--- src/rtl/dcas_pkg.sv ---
package dcas_pkg;
  typedef enum logic [2:0] {
    ST_IDLE,
    ST_RD_A,
    ST_RD_B,
    ST_CMP,
    ST_WR_A,
    ST_WR_B,
    ST_RESP
  } dcas_state_e;
endpackage

--- src/rtl/dcas_ram.sv ---
module dcas_ram #(
  parameter int DATA_W = 16,
  parameter int ADDR_W = 4
) (
  input  logic              clk_i,
  input  logic              rst_ni,
  input  logic              en_i,
  input  logic              we_i,
  input  logic [ADDR_W-1:0] addr_i,
  input  logic [DATA_W-1:0] wdata_i,
  output logic [DATA_W-1:0] rdata_o
);
  localparam int DEPTH = 1 << ADDR_W;

  logic [DATA_W-1:0] mem_q [DEPTH];

  always_ff @(posedge clk_i or negedge rst_ni) begin
    if (!rst_ni) begin
      for (int i = 0; i < DEPTH; i++) mem_q[i] <= '0;
      rdata_o <= '0;
    end else if (en_i) begin
      if (we_i) mem_q[addr_i] <= wdata_i;
      else      rdata_o <= mem_q[addr_i];
    end
  end
endmodule

--- src/rtl/dcas_seq.sv ---
module dcas_seq
  import dcas_pkg::*;
#(
  parameter int DATA_W = 16,
  parameter int ADDR_W = 4
) (
  input  logic              clk_i,
  input  logic              rst_ni,
  input  logic              req_valid_i,
  output logic              req_ready_o,
  input  logic [ADDR_W-1:0] addr_a_i,
  input  logic [ADDR_W-1:0] addr_b_i,
  input  logic [DATA_W-1:0] exp_a_i,
  input  logic [DATA_W-1:0] exp_b_i,
  input  logic [DATA_W-1:0] new_a_i,
  input  logic [DATA_W-1:0] new_b_i,
  output logic              rsp_valid_o,
  input  logic              rsp_ready_i,
  output logic              rsp_ok_o,
  output logic              lock_o,
  output logic              mem_en_o,
  output logic              mem_we_o,
  output logic [ADDR_W-1:0] mem_addr_o,
  output logic [DATA_W-1:0] mem_wdata_o,
  input  logic [DATA_W-1:0] mem_rdata_i
);
  dcas_state_e       state_q, state_d;
  logic [ADDR_W-1:0] addr_a_q, addr_b_q;
  logic [DATA_W-1:0] exp_a_q, exp_b_q, new_a_q, new_b_q, val_a_q;
  logic              ok_q, match;

  assign match = (val_a_q == exp_a_q) && (mem_rdata_i == exp_b_q);

  always_comb begin
    state_d = state_q;
    unique case (state_q)
      ST_IDLE: if (req_valid_i) state_d = ST_RD_A;
      ST_RD_A: state_d = ST_RD_B;
      ST_RD_B: state_d = ST_CMP;
      ST_CMP:  state_d = match ? ST_WR_A : ST_RESP;
      ST_WR_A: state_d = ST_WR_B;
      ST_WR_B: state_d = ST_RESP;
      ST_RESP: if (rsp_ready_i) state_d = ST_IDLE;
      default: state_d = ST_IDLE;
    endcase
  end

  always_ff @(posedge clk_i or negedge rst_ni) begin
    if (!rst_ni) begin
      state_q  <= ST_IDLE;
      addr_a_q <= '0;
      addr_b_q <= '0;
      exp_a_q  <= '0;
      exp_b_q  <= '0;
      new_a_q  <= '0;
      new_b_q  <= '0;
      val_a_q  <= '0;
      ok_q     <= 1'b0;
    end else begin
      state_q <= state_d;
      if (state_q == ST_IDLE && req_valid_i) begin
        addr_a_q <= addr_a_i;
        addr_b_q <= addr_b_i;
        exp_a_q  <= exp_a_i;
        exp_b_q  <= exp_b_i;
        new_a_q  <= new_a_i;
        new_b_q  <= new_b_i;
      end
      // word A lands on rdata during RD_B, word B during CMP
      if (state_q == ST_RD_B) val_a_q <= mem_rdata_i;
      if (state_q == ST_CMP)  ok_q    <= match;
    end
  end

  always_comb begin
    mem_en_o    = 1'b0;
    mem_we_o    = 1'b0;
    mem_addr_o  = addr_a_q;
    mem_wdata_o = new_a_q;
    unique case (state_q)
      ST_RD_A: mem_en_o = 1'b1;
      ST_RD_B: begin mem_en_o = 1'b1; mem_addr_o = addr_b_q; end
      ST_WR_A: begin mem_en_o = 1'b1; mem_we_o = 1'b1; end
      ST_WR_B: begin
        mem_en_o    = 1'b1;
        mem_we_o    = 1'b1;
        mem_addr_o  = addr_b_q;
        mem_wdata_o = new_b_q;
      end
      default: ;
    endcase
  end

  assign req_ready_o = (state_q == ST_IDLE);
  assign rsp_valid_o = (state_q == ST_RESP);
  assign rsp_ok_o    = ok_q;
  assign lock_o      = (state_q != ST_IDLE) && (state_q != ST_RESP);
endmodule

--- src/rtl/dcas_arb.sv ---
module dcas_arb #(
  parameter int DATA_W = 16,
  parameter int ADDR_W = 4
) (
  input  logic              clk_i,
  input  logic              rst_ni,
  input  logic              lock_i,
  input  logic              seq_en_i,
  input  logic              seq_we_i,
  input  logic [ADDR_W-1:0] seq_addr_i,
  input  logic [DATA_W-1:0] seq_wdata_i,
  input  logic              preq_valid_i,
  output logic              preq_ready_o,
  input  logic              preq_we_i,
  input  logic [ADDR_W-1:0] preq_addr_i,
  input  logic [DATA_W-1:0] preq_wdata_i,
  output logic              prsp_valid_o,
  output logic              mem_en_o,
  output logic              mem_we_o,
  output logic [ADDR_W-1:0] mem_addr_o,
  output logic [DATA_W-1:0] mem_wdata_o
);
  logic plain_go;

  // sequencer touches RAM only while it holds the lock
  assign preq_ready_o = !lock_i;
  assign plain_go     = preq_valid_i && preq_ready_o;

  always_comb begin
    if (lock_i) begin
      mem_en_o    = seq_en_i;
      mem_we_o    = seq_we_i;
      mem_addr_o  = seq_addr_i;
      mem_wdata_o = seq_wdata_i;
    end else begin
      mem_en_o    = plain_go;
      mem_we_o    = preq_we_i;
      mem_addr_o  = preq_addr_i;
      mem_wdata_o = preq_wdata_i;
    end
  end

  always_ff @(posedge clk_i or negedge rst_ni) begin
    if (!rst_ni) prsp_valid_o <= 1'b0;
    else         prsp_valid_o <= plain_go;
  end
endmodule

--- src/rtl/dcas_mem_unit.sv ---
module dcas_mem_unit #(
  parameter int DATA_W = 16,
  parameter int ADDR_W = 4
) (
  input  logic              clk_i,
  input  logic              rst_ni,
  input  logic              dreq_valid_i,
  output logic              dreq_ready_o,
  input  logic [ADDR_W-1:0] dreq_addr_a_i,
  input  logic [ADDR_W-1:0] dreq_addr_b_i,
  input  logic [DATA_W-1:0] dreq_exp_a_i,
  input  logic [DATA_W-1:0] dreq_exp_b_i,
  input  logic [DATA_W-1:0] dreq_new_a_i,
  input  logic [DATA_W-1:0] dreq_new_b_i,
  output logic              drsp_valid_o,
  input  logic              drsp_ready_i,
  output logic              drsp_ok_o,
  input  logic              preq_valid_i,
  output logic              preq_ready_o,
  input  logic              preq_we_i,
  input  logic [ADDR_W-1:0] preq_addr_i,
  input  logic [DATA_W-1:0] preq_wdata_i,
  output logic              prsp_valid_o,
  output logic [DATA_W-1:0] prsp_rdata_o
);
  logic              lock;
  logic              seq_en, seq_we, mem_en, mem_we;
  logic [ADDR_W-1:0] seq_addr, mem_addr;
  logic [DATA_W-1:0] seq_wdata, mem_wdata, mem_rdata;

  dcas_seq #(.DATA_W(DATA_W), .ADDR_W(ADDR_W)) u_seq (
    .clk_i       (clk_i),
    .rst_ni      (rst_ni),
    .req_valid_i (dreq_valid_i),
    .req_ready_o (dreq_ready_o),
    .addr_a_i    (dreq_addr_a_i),
    .addr_b_i    (dreq_addr_b_i),
    .exp_a_i     (dreq_exp_a_i),
    .exp_b_i     (dreq_exp_b_i),
    .new_a_i     (dreq_new_a_i),
    .new_b_i     (dreq_new_b_i),
    .rsp_valid_o (drsp_valid_o),
    .rsp_ready_i (drsp_ready_i),
    .rsp_ok_o    (drsp_ok_o),
    .lock_o      (lock),
    .mem_en_o    (seq_en),
    .mem_we_o    (seq_we),
    .mem_addr_o  (seq_addr),
    .mem_wdata_o (seq_wdata),
    .mem_rdata_i (mem_rdata)
  );

  dcas_arb #(.DATA_W(DATA_W), .ADDR_W(ADDR_W)) u_arb (
    .clk_i        (clk_i),
    .rst_ni       (rst_ni),
    .lock_i       (lock),
    .seq_en_i     (seq_en),
    .seq_we_i     (seq_we),
    .seq_addr_i   (seq_addr),
    .seq_wdata_i  (seq_wdata),
    .preq_valid_i (preq_valid_i),
    .preq_ready_o (preq_ready_o),
    .preq_we_i    (preq_we_i),
    .preq_addr_i  (preq_addr_i),
    .preq_wdata_i (preq_wdata_i),
    .prsp_valid_o (prsp_valid_o),
    .mem_en_o     (mem_en),
    .mem_we_o     (mem_we),
    .mem_addr_o   (mem_addr),
    .mem_wdata_o  (mem_wdata)
  );

  dcas_ram #(.DATA_W(DATA_W), .ADDR_W(ADDR_W)) u_ram (
    .clk_i   (clk_i),
    .rst_ni  (rst_ni),
    .en_i    (mem_en),
    .we_i    (mem_we),
    .addr_i  (mem_addr),
    .wdata_i (mem_wdata),
    .rdata_o (mem_rdata)
  );

  assign prsp_rdata_o = mem_rdata;
endmodule

--- config.mk ---
export PLATFORM = sky130hd
export DESIGN_NAME = dcas_mem_unit
export DESIGN_NICKNAME = d
export VERILOG_FILES = /design/src/rtl/dcas_pkg.sv /design/src/rtl/dcas_ram.sv /design/src/rtl/dcas_seq.sv /design/src/rtl/dcas_arb.sv /design/src/rtl/dcas_mem_unit.sv
export SDC_FILE = /design/constraint.sdc
export NUM_CORES = 1
export LEC_CHECK = 0
export BUFFER_PORTS_ARGS = -buffer_cell sky130_fd_sc_hd__buf_2
export CORE_MARGIN = 4
export CORE_UTILIZATION = 40
export CTS_CLUSTER_DIAMETER = 40
export DETAILED_ROUTE_END_ITERATION = 12
export PLACE_DENSITY = 0.59
export SLEW_MARGIN = 15
export SYNTH_ARGS = -nofsm -noshare
export SYNTH_HDL_FRONTEND = slang
export SYNTH_SLANG_ARGS = --single-unit
--- constraint.sdc ---
create_clock -name clk_i -period 2.8 [get_ports clk_i]
set_clock_uncertainty 0.2 [all_clocks]
set_input_delay 0.14 -clock clk_i [delete_from_list [all_inputs] [get_ports clk_i]]
set_output_delay 0.14 -clock clk_i [all_outputs]
set_load 0.05 [all_outputs]
==> results.sh, run 1 <==
export IMPL_dr_max_layer_used="met4"
export IMPL_reg2reg_to="u_ram.rdata_o[4]"
export IMPL_maxCapViolCount=0
export IMPL_fin_crit_ns=2.72
export IMPL_crit_fanout=11
export IMPL_cts_sinks=365
export IMPL_clk_pin_slew_worst_paths_ns=0.06
export IMPL_cts_max_level=2
export IMPL_crit_path_end_kind="flip-flop"
export IMPL_fp_row_count=76
export IMPL_crit_type="reg2reg"
export IMPL_pre_cts_ws_ns=-0.267
export IMPL_rsz0062_at_grt="yes"
export IMPL_drv_slew=0
export IMPL_synth_area_um2=17400
export IMPL_peakVddDrop_mv=0.785
export IMPL_min_period_over_period_pct=97.1
export IMPL_grt_antenna_before_repair=0
export IMPL_synth_edf_count=0
export IMPL_regToRegStartpoint="u_seq.state_q[1]"
export IMPL_cpPeakStageDelay_ns=0.44
export IMPL_cts_buffers=51
export IMPL_nets=1740
export IMPL_clock_latency_ns=0.57
export IMPL_path_buf_inv=3
export IMPL_grt_usage_pct=21.0
export IMPL_wl_met3_um=2210
export IMPL_path_cells="buf_4 > nand2b_2 > nand2_4 > o221a_4 > buf_6 > buf_12 > mux2_2 > a22oi_2 > o211a_1 > a311oi_1"
export IMPL_fin_ws_ns=0.0822
export IMPL_drive_gt1_share_pct=47.5
export IMPL_ant_nets=0
export IMPL_crit_start="u_seq.state_q[1]"
export IMPL_finalSetupViolations=0
export IMPL_finalNonFillerCells=2265
export IMPL_power_density_nw_per_um2=1420
export IMPL_cp_slowest_cell="dfrtp_2"
export IMPL_met2_wirelength_um=23800
export IMPL_yosysTopAreaCell="dfrtp_1"
export IMPL_crit_arrival_ns=2.93
export IMPL_viasPerCell=5.42
export IMPL_slew_headroom_pct=44.2
export IMPL_drt_pass1_iter_count=4
export IMPL_synth_top_area_share_pct=52.4
export IMPL_ys_flop_type="dfrtp_1"
export IMPL_fin_area_um2=22400
export IMPL_core_area_um2=43100
export IMPL_die_x_um=217
export IMPL_wl_um=49900
export IMPL_critPathTopFamily="compound AO/OA/AOI/OAI gates"
export IMPL_postSynthAreaPerCell_um2=12.9
export IMPL_ys_seq_elements=365
export IMPL_clock_path_buffers=3
export IMPL_die_area_um2=46900
export IMPL_setup_worst_path_end="u_ram.rdata_o[4]"
export IMPL_port_buffers=118
export IMPL_final_hold_violation_count=0
export IMPL_globalplace_congestion=0.832
export IMPL_synthArstFlopShare_pct=100
export IMPL_wl_per_cell_um=22.0
export IMPL_ys_seq_area_share_pct=52.4
export IMPL_status="complete, no violations"
export IMPL_dp_cells=2073
export IMPL_die_y_um=217
export IMPL_leakagePower_nw=10.3
export IMPL_route_layer_met1_wl_um=22800
export IMPL_io_pins=119
export IMPL_grt_pass1_vias=12960
export IMPL_fmax_mhz=368
export IMPL_synthTopCellsByArea="dfrtp_1 52%, mux2_2 24%, nand2_1 2.6%"
export IMPL_dpl_hpwl_um=32800
export IMPL_cts_root_buffer="clkbuf_16"
export IMPL_power_total_mw=31.8
export IMPL_placed_area_um2=19500
export IMPL_synth_warnings=0
export IMPL_vias=12275
export IMPL_n_antenna_cell=0
export IMPL_fill_cells=3638
export IMPL_syn_nets=1449
export IMPL_cp_required_ns=3.01
export IMPL_drtIter0Drc=967
export IMPL_worstMarginPinSlew_ns=0.838
export IMPL_drc_errors=0
export IMPL_rrSetupSlack_ns=0.08
export IMPL_cts_tree="yes"
export IMPL_grt_max_degree=94
export IMPL_synth_cell_types=55
export IMPL_grt_pass1_wl_um=77500
export IMPL_gr_total_overflow=0
export IMPL_cp_start_kind="flip-flop"
export IMPL_syn_inst=1351
export IMPL_hold_class="in2async"
export IMPL_crit_cells=10
export IMPL_area_growth_pct=28.7
export IMPL_start_util_pct=40.4
export IMPL_rr_worst_depth=10
-- registers in the layout, indices dropped and copies added (netlist names) --
| name | cells |
|---|---|
| u_ram.mem_q | 256 |
| u_seq.state_q | 3 |
| u_seq.addr_b_q | 4 |
| u_seq.exp_b_q | 16 |
| u_ram.rdata_o | 16 |
| u_seq.exp_a_q | 16 |
| u_arb.prsp_valid_o | 1 |
| u_seq.val_a_q | 16 |
| u_seq.rsp_ok_o | 1 |
| u_seq.addr_a_q | 4 |
| u_seq.new_a_q | 16 |
| u_seq.new_b_q | 16 |
-- synth_stat cells (2+ instances only) --
cell	n
mux2_2	378
dfrtp_1	365
nand2_1	121
a22oi_1	57
buf_2	43
mux2_1	32
xnor2_1	32
clkbuf_1	28
nand3_1	27
buf_4	24
a21oi_1	23
a311oi_1	20
o21ai_0	20
nor2_1	18
mux2i_1	16
a221oi_1	11
and3_1	11
o211a_1	11
a31oi_1	10
nand4_1	9
nor3_1	7
nand2_2	6
nor2_4	6
or2_2	6
buf_6	5
o211ai_1	5
o22a_1	5
o311a_1	5
and2_1	3
buf_1	3
inv_1	3
nand3_2	3
nor2_2	3
nor3_4	3
o21bai_2	3
o221ai_4	3
a211oi_1	2
nand2b_1	2
nand3b_1	2
nor4_1	2
o21ai_1	2
o221a_2	2
o22ai_1	2
-- through the flow --
stage	hold slack, ns	TNS (ns)	util (%)
floorplan	-0.356	0	-
global placement	0.0765	-8.63	45.2
detailed placement	0.0760	-14.89	45.2
CTS	0.0637	-0.0203	51.2
global route	0.0899	-0.0501	52.1
finish	0.0168	0	52.1
-- where the power goes --
part | internal, mW | switching (mW) | total (mW) | leakage, nW
clock network | 4.10 | 2.49 | 6.60 | 0.842
registers | 7.80 | 1.56 | 9.36 | 4.76
logic | 7.18 | 8.68 | 15.9 | 4.68
-- layout by cell type, fill, tap and decap left out, types with 8 or more instances in the layout --
| cell type | n |
|---|---|
| mux2_2 | 378 |
| dfrtp_1 | 362 |
| nand2_1 | 121 |
| buf_2 | 117 |
| buf_4 | 104 |
| dlygate4sd3_1 | 76 |
| clkbuf_16 | 54 |
| a22oi_1 | 51 |
| xnor2_1 | 32 |
| mux2_1 | 32 |
| buf_12 | 29 |
| nand3_1 | 27 |
| a21oi_1 | 20 |
| a311oi_1 | 20 |
| mux2i_1 | 16 |
| nor2_1 | 16 |
| o21ai_0 | 12 |
| and3_1 | 11 |
| a31oi_1 | 10 |
| o211a_1 | 10 |
| buf_6 | 10 |
| nand4_1 | 9 |
| a221oi_1 | 9 |
| nor2_4 | 8 |
| o21ai_1 | 8 |
-- routing by layer --
metal  track usage (%)  vias to the layer above
met2              34.6                      318
met4              6.08                        0
met3              3.28                       78
li1                  -                     5544
met1              29.0                     6335
met5                 0                        -
-- logic make-up (layout without fill, tap and decap cells) --
kind of cell           Yosys count  count (layout)  share of synthesized area, %
buffers and inverters          106             435                          3.33
multiplexers                   426             426                          27.4
AO/OA/AOI/OAI                  186             186                          8.30
flip-flops                     365             365                          52.4
XOR/XNOR                        32              32                          1.61
AND/OR/NAND/NOR                236             236                          6.89
-- worst min path at each step --
stage	start	end	slack, ns	depth (start not counted)
global placement	rst_ni	u_ram.mem_q[51]	0.08	1
finish	rst_ni	u_ram.mem_q[52]	0.02	2
floorplan	rst_ni	u_arb.prsp_valid_o	-0.36	0
CTS	rst_ni	u_ram.mem_q[52]	0.06	2
global route	rst_ni	u_ram.mem_q[52]	0.09	2
detailed placement	rst_ni	u_ram.mem_q[52]	0.08	1
-- cell type report --
cell class	instances	area, um2	share of cell area, %
Timing Repair Buffer	341	2920	13.0
Clock buffer	61	1380	6.17
Tap cell	585	732	3.26
Multi-Input combinational cell	880	7880	35.1
Clock inverter	30	362	1.61
Inverter	3	11.3	0.0502
Sequential cell	365	9140	40.8
-- repair_timing --
action | in CTS | in global routing
gates cloned | 0 | 3
gates resized for setup | 10 | 31
endpoints found under the setup margin | 259 | 182
hold endpoints to repair | 198 | 0
buffers inserted | 2 | 20
pin swaps | 2 | 15
hold buffers | 76 | 0
No activity file was read; power rests on OpenSTA's default activity.
==> run 2, diff against run 1 <==
CAP_MARGIN = 20   (was unset)
RECOVER_POWER = 50   (was unset)
==> run 2 against run 1 <==
Compared with the run above:
- cell area down 0.38%
- total power hardly changed
- register-to-register slack barely moved
- core utilization fell by 0.20 points
- critical path depth did not move
- count of clock-buffer cells in the layout unchanged
- hold slack improved by 0.094 ns
- routed wire length up 0.20%
- sequential share of layout area is 0.16 points higher
- sequential cell count unchanged
==> results.sh, run 2 (same netlist as run 1, synthesis figures left out) <==
export IMPL_status="complete, no violations"
export IMPL_globalplace_congestion=0.832
export IMPL_crit_arrival_ns=2.93
export IMPL_largest_reg_flops=256
export IMPL_fp_row_count=76
export IMPL_p_sw_mw=12.7
export IMPL_seq_power_share_pct=29.4
export IMPL_hold_class="in2reg"
export IMPL_maxCapViolCount=0
export IMPL_wl_um=50000
export IMPL_cp_required_ns=3.02
export IMPL_clock_path_buffers=3
export IMPL_n_antenna_cell=0
export IMPL_clk_pin_slew_worst_paths_ns=0.06
export IMPL_rsz0062_at_grt="yes"
export IMPL_fmax_mhz=368
export IMPL_drv_slew=0
export IMPL_cts_buffers=51
export IMPL_min_period_over_period_pct=97.1
export IMPL_grt_antenna_before_repair=0
export IMPL_final_hold_violation_count=0
export IMPL_drtIter0Drc=907
export IMPL_fin_area_um2=22300
export IMPL_finalNonFillerCells=2265
export IMPL_cts_sinks=365
export IMPL_gr_total_overflow=0
export IMPL_cts_tree="yes"
export IMPL_die_area_um2=46900
export IMPL_grt_max_degree=94
export IMPL_core_area_um2=43100
export IMPL_power_density_nw_per_um2=1420
export IMPL_nets=1740
export IMPL_drt_pass1_iter_count=5
export IMPL_slew_headroom_pct=3.94
export IMPL_layout_common_cells="378 x mux2_2, 362 x dfrtp_1, 121 x nand2_1, 116 x buf_2, 97 x buf_4"
export IMPL_io_pins=119
export IMPL_grt_pass1_wl_um=77500
export IMPL_ant_nets=0
export IMPL_clock_latency_ns=0.57
export IMPL_grt_pass1_vias=12960
export IMPL_grt_usage_pct=21.0
export IMPL_regMostFlops="u_ram.mem_q"
export IMPL_power_frac_clock_pct=20.7
export IMPL_p_int_mw=19.1
export IMPL_dpl_hpwl_um=32800
export IMPL_finalSetupTns_ns=0
export IMPL_leakagePower_nw=10.2
export IMPL_wl_per_cell_um=22.1
export IMPL_fill_cells=3655
export IMPL_fin_crit_ns=2.72
export IMPL_peakVddDrop_mv=0.789
export IMPL_cts_root_buffer="clkbuf_16"
export IMPL_cp_start_kind="flip-flop"
export IMPL_finalSetupViolations=0
export IMPL_vias=12317
export IMPL_sw_frac_of_total_pct=40.1
export IMPL_die_y_um=217
export IMPL_drive_gt1_share_pct=47.2
export IMPL_area_growth_pct=28.2
export IMPL_layout_commonest_cell="mux2_2"
export IMPL_port_buffers=118
export IMPL_placed_area_um2=19500
export IMPL_viasPerCell=5.44
export IMPL_p_comb_share_pct=49.9
export IMPL_dp_cells=2073
export IMPL_die_x_um=217
export IMPL_start_util_pct=40.4
export IMPL_cts_max_level=2
export IMPL_drc_errors=0
export IMPL_worstMarginPinSlew_ns=1.44
export IMPL_fin_ws_ns=0.0809
export IMPL_crit_fanout=11
export IMPL_crit_path_end_kind="flip-flop"
export IMPL_pre_cts_ws_ns=-0.267
export IMPL_crit_type="reg2reg"
-- run 2: path summary, 6_finish.rpt --
path / start / end / slack, ns / cells past startpoint
min in group asynchronous: rst_ni / u_ram.mem_q[52] / 0.27 / 2
min reg2reg: u_ram.mem_q[22] / u_ram.mem_q[22] / 0.28 / 1
max: u_seq.state_q[1] / u_ram.rdata_o[4] / 0.08 / 10
max in group asynchronous: rst_ni / u_ram.mem_q[85] / 0.46 / 3
max reg2reg: u_seq.state_q[1] / u_ram.rdata_o[4] / 0.08 / 10
min: preq_wdata_i[8] / u_ram.mem_q[232] / 0.11 / 5
-- run 2: layer usage --
layer  global-route usage (%)  share of wire, %  routed length [um]
met1                     29.0                46               22800
met2                     34.6                48               23900
met3                     3.28               4.6                2280
met4                     6.08               2.1                1060
met5                        0                 0                   0
-- run 2: layout make-up --
type | count | area (um2) | area share [%]
well taps | 585 | 732 | 3.28
inverters | 3 | 11.3 | 0.0504
repair buffers | 341 | 2830 | 12.7
flip-flops and latches | 365 | 9140 | 40.9
clock inverters | 30 | 362 | 1.62
multi-input cells | 880 | 7880 | 35.3
clock buffers | 61 | 1380 | 6.20
-- run 2: power groups by stage --
stage               Combinational (mW)  Sequential (mW)  Clock [mW]
CTS                               14.8             9.33        6.71
global route                      16.9             9.64        6.95
detailed placement                14.5             9.39           0
finish                            15.9             9.36        6.59
global placement                  14.3             9.29           0
floorplan                         9.45             9.29           0
-- run 2: timing repair --
action / CTS / global route
setup buffers: 2 / 20
endpoints found under the hold margin: 198 / 0
pin swaps: 2 / 15
cloned: 0 / 3
endpoints found under the setup margin: 259 / 182
resized for setup: 10 / 31
hold buffers: 76 / 0
-- run 2: critical path, cell delays in order (launching register included) --
cell and delay, ns:
dfrtp_2 0.44, buf_4 0.17, nand2b_2 0.22, nand2_4 0.12, o221a_4 0.30, buf_6 0.17
buf_12 0.15, mux2_2 0.36, a22oi_2 0.18, o211a_1 0.20, a311oi_1 0.06
-- run 2: per-stage QoR --
step           total power, mW  hold WS [ns]  util, %
2_1_floorplan             18.7        -0.356        -
3_3_place_gp              23.6        0.0765     45.2
3_5_place_dp              23.9        0.0760     45.2
4_1_cts                   30.8        0.0637     51.2
5_1_grt                   33.5         0.138     51.9
6_report                  31.8         0.110     51.9
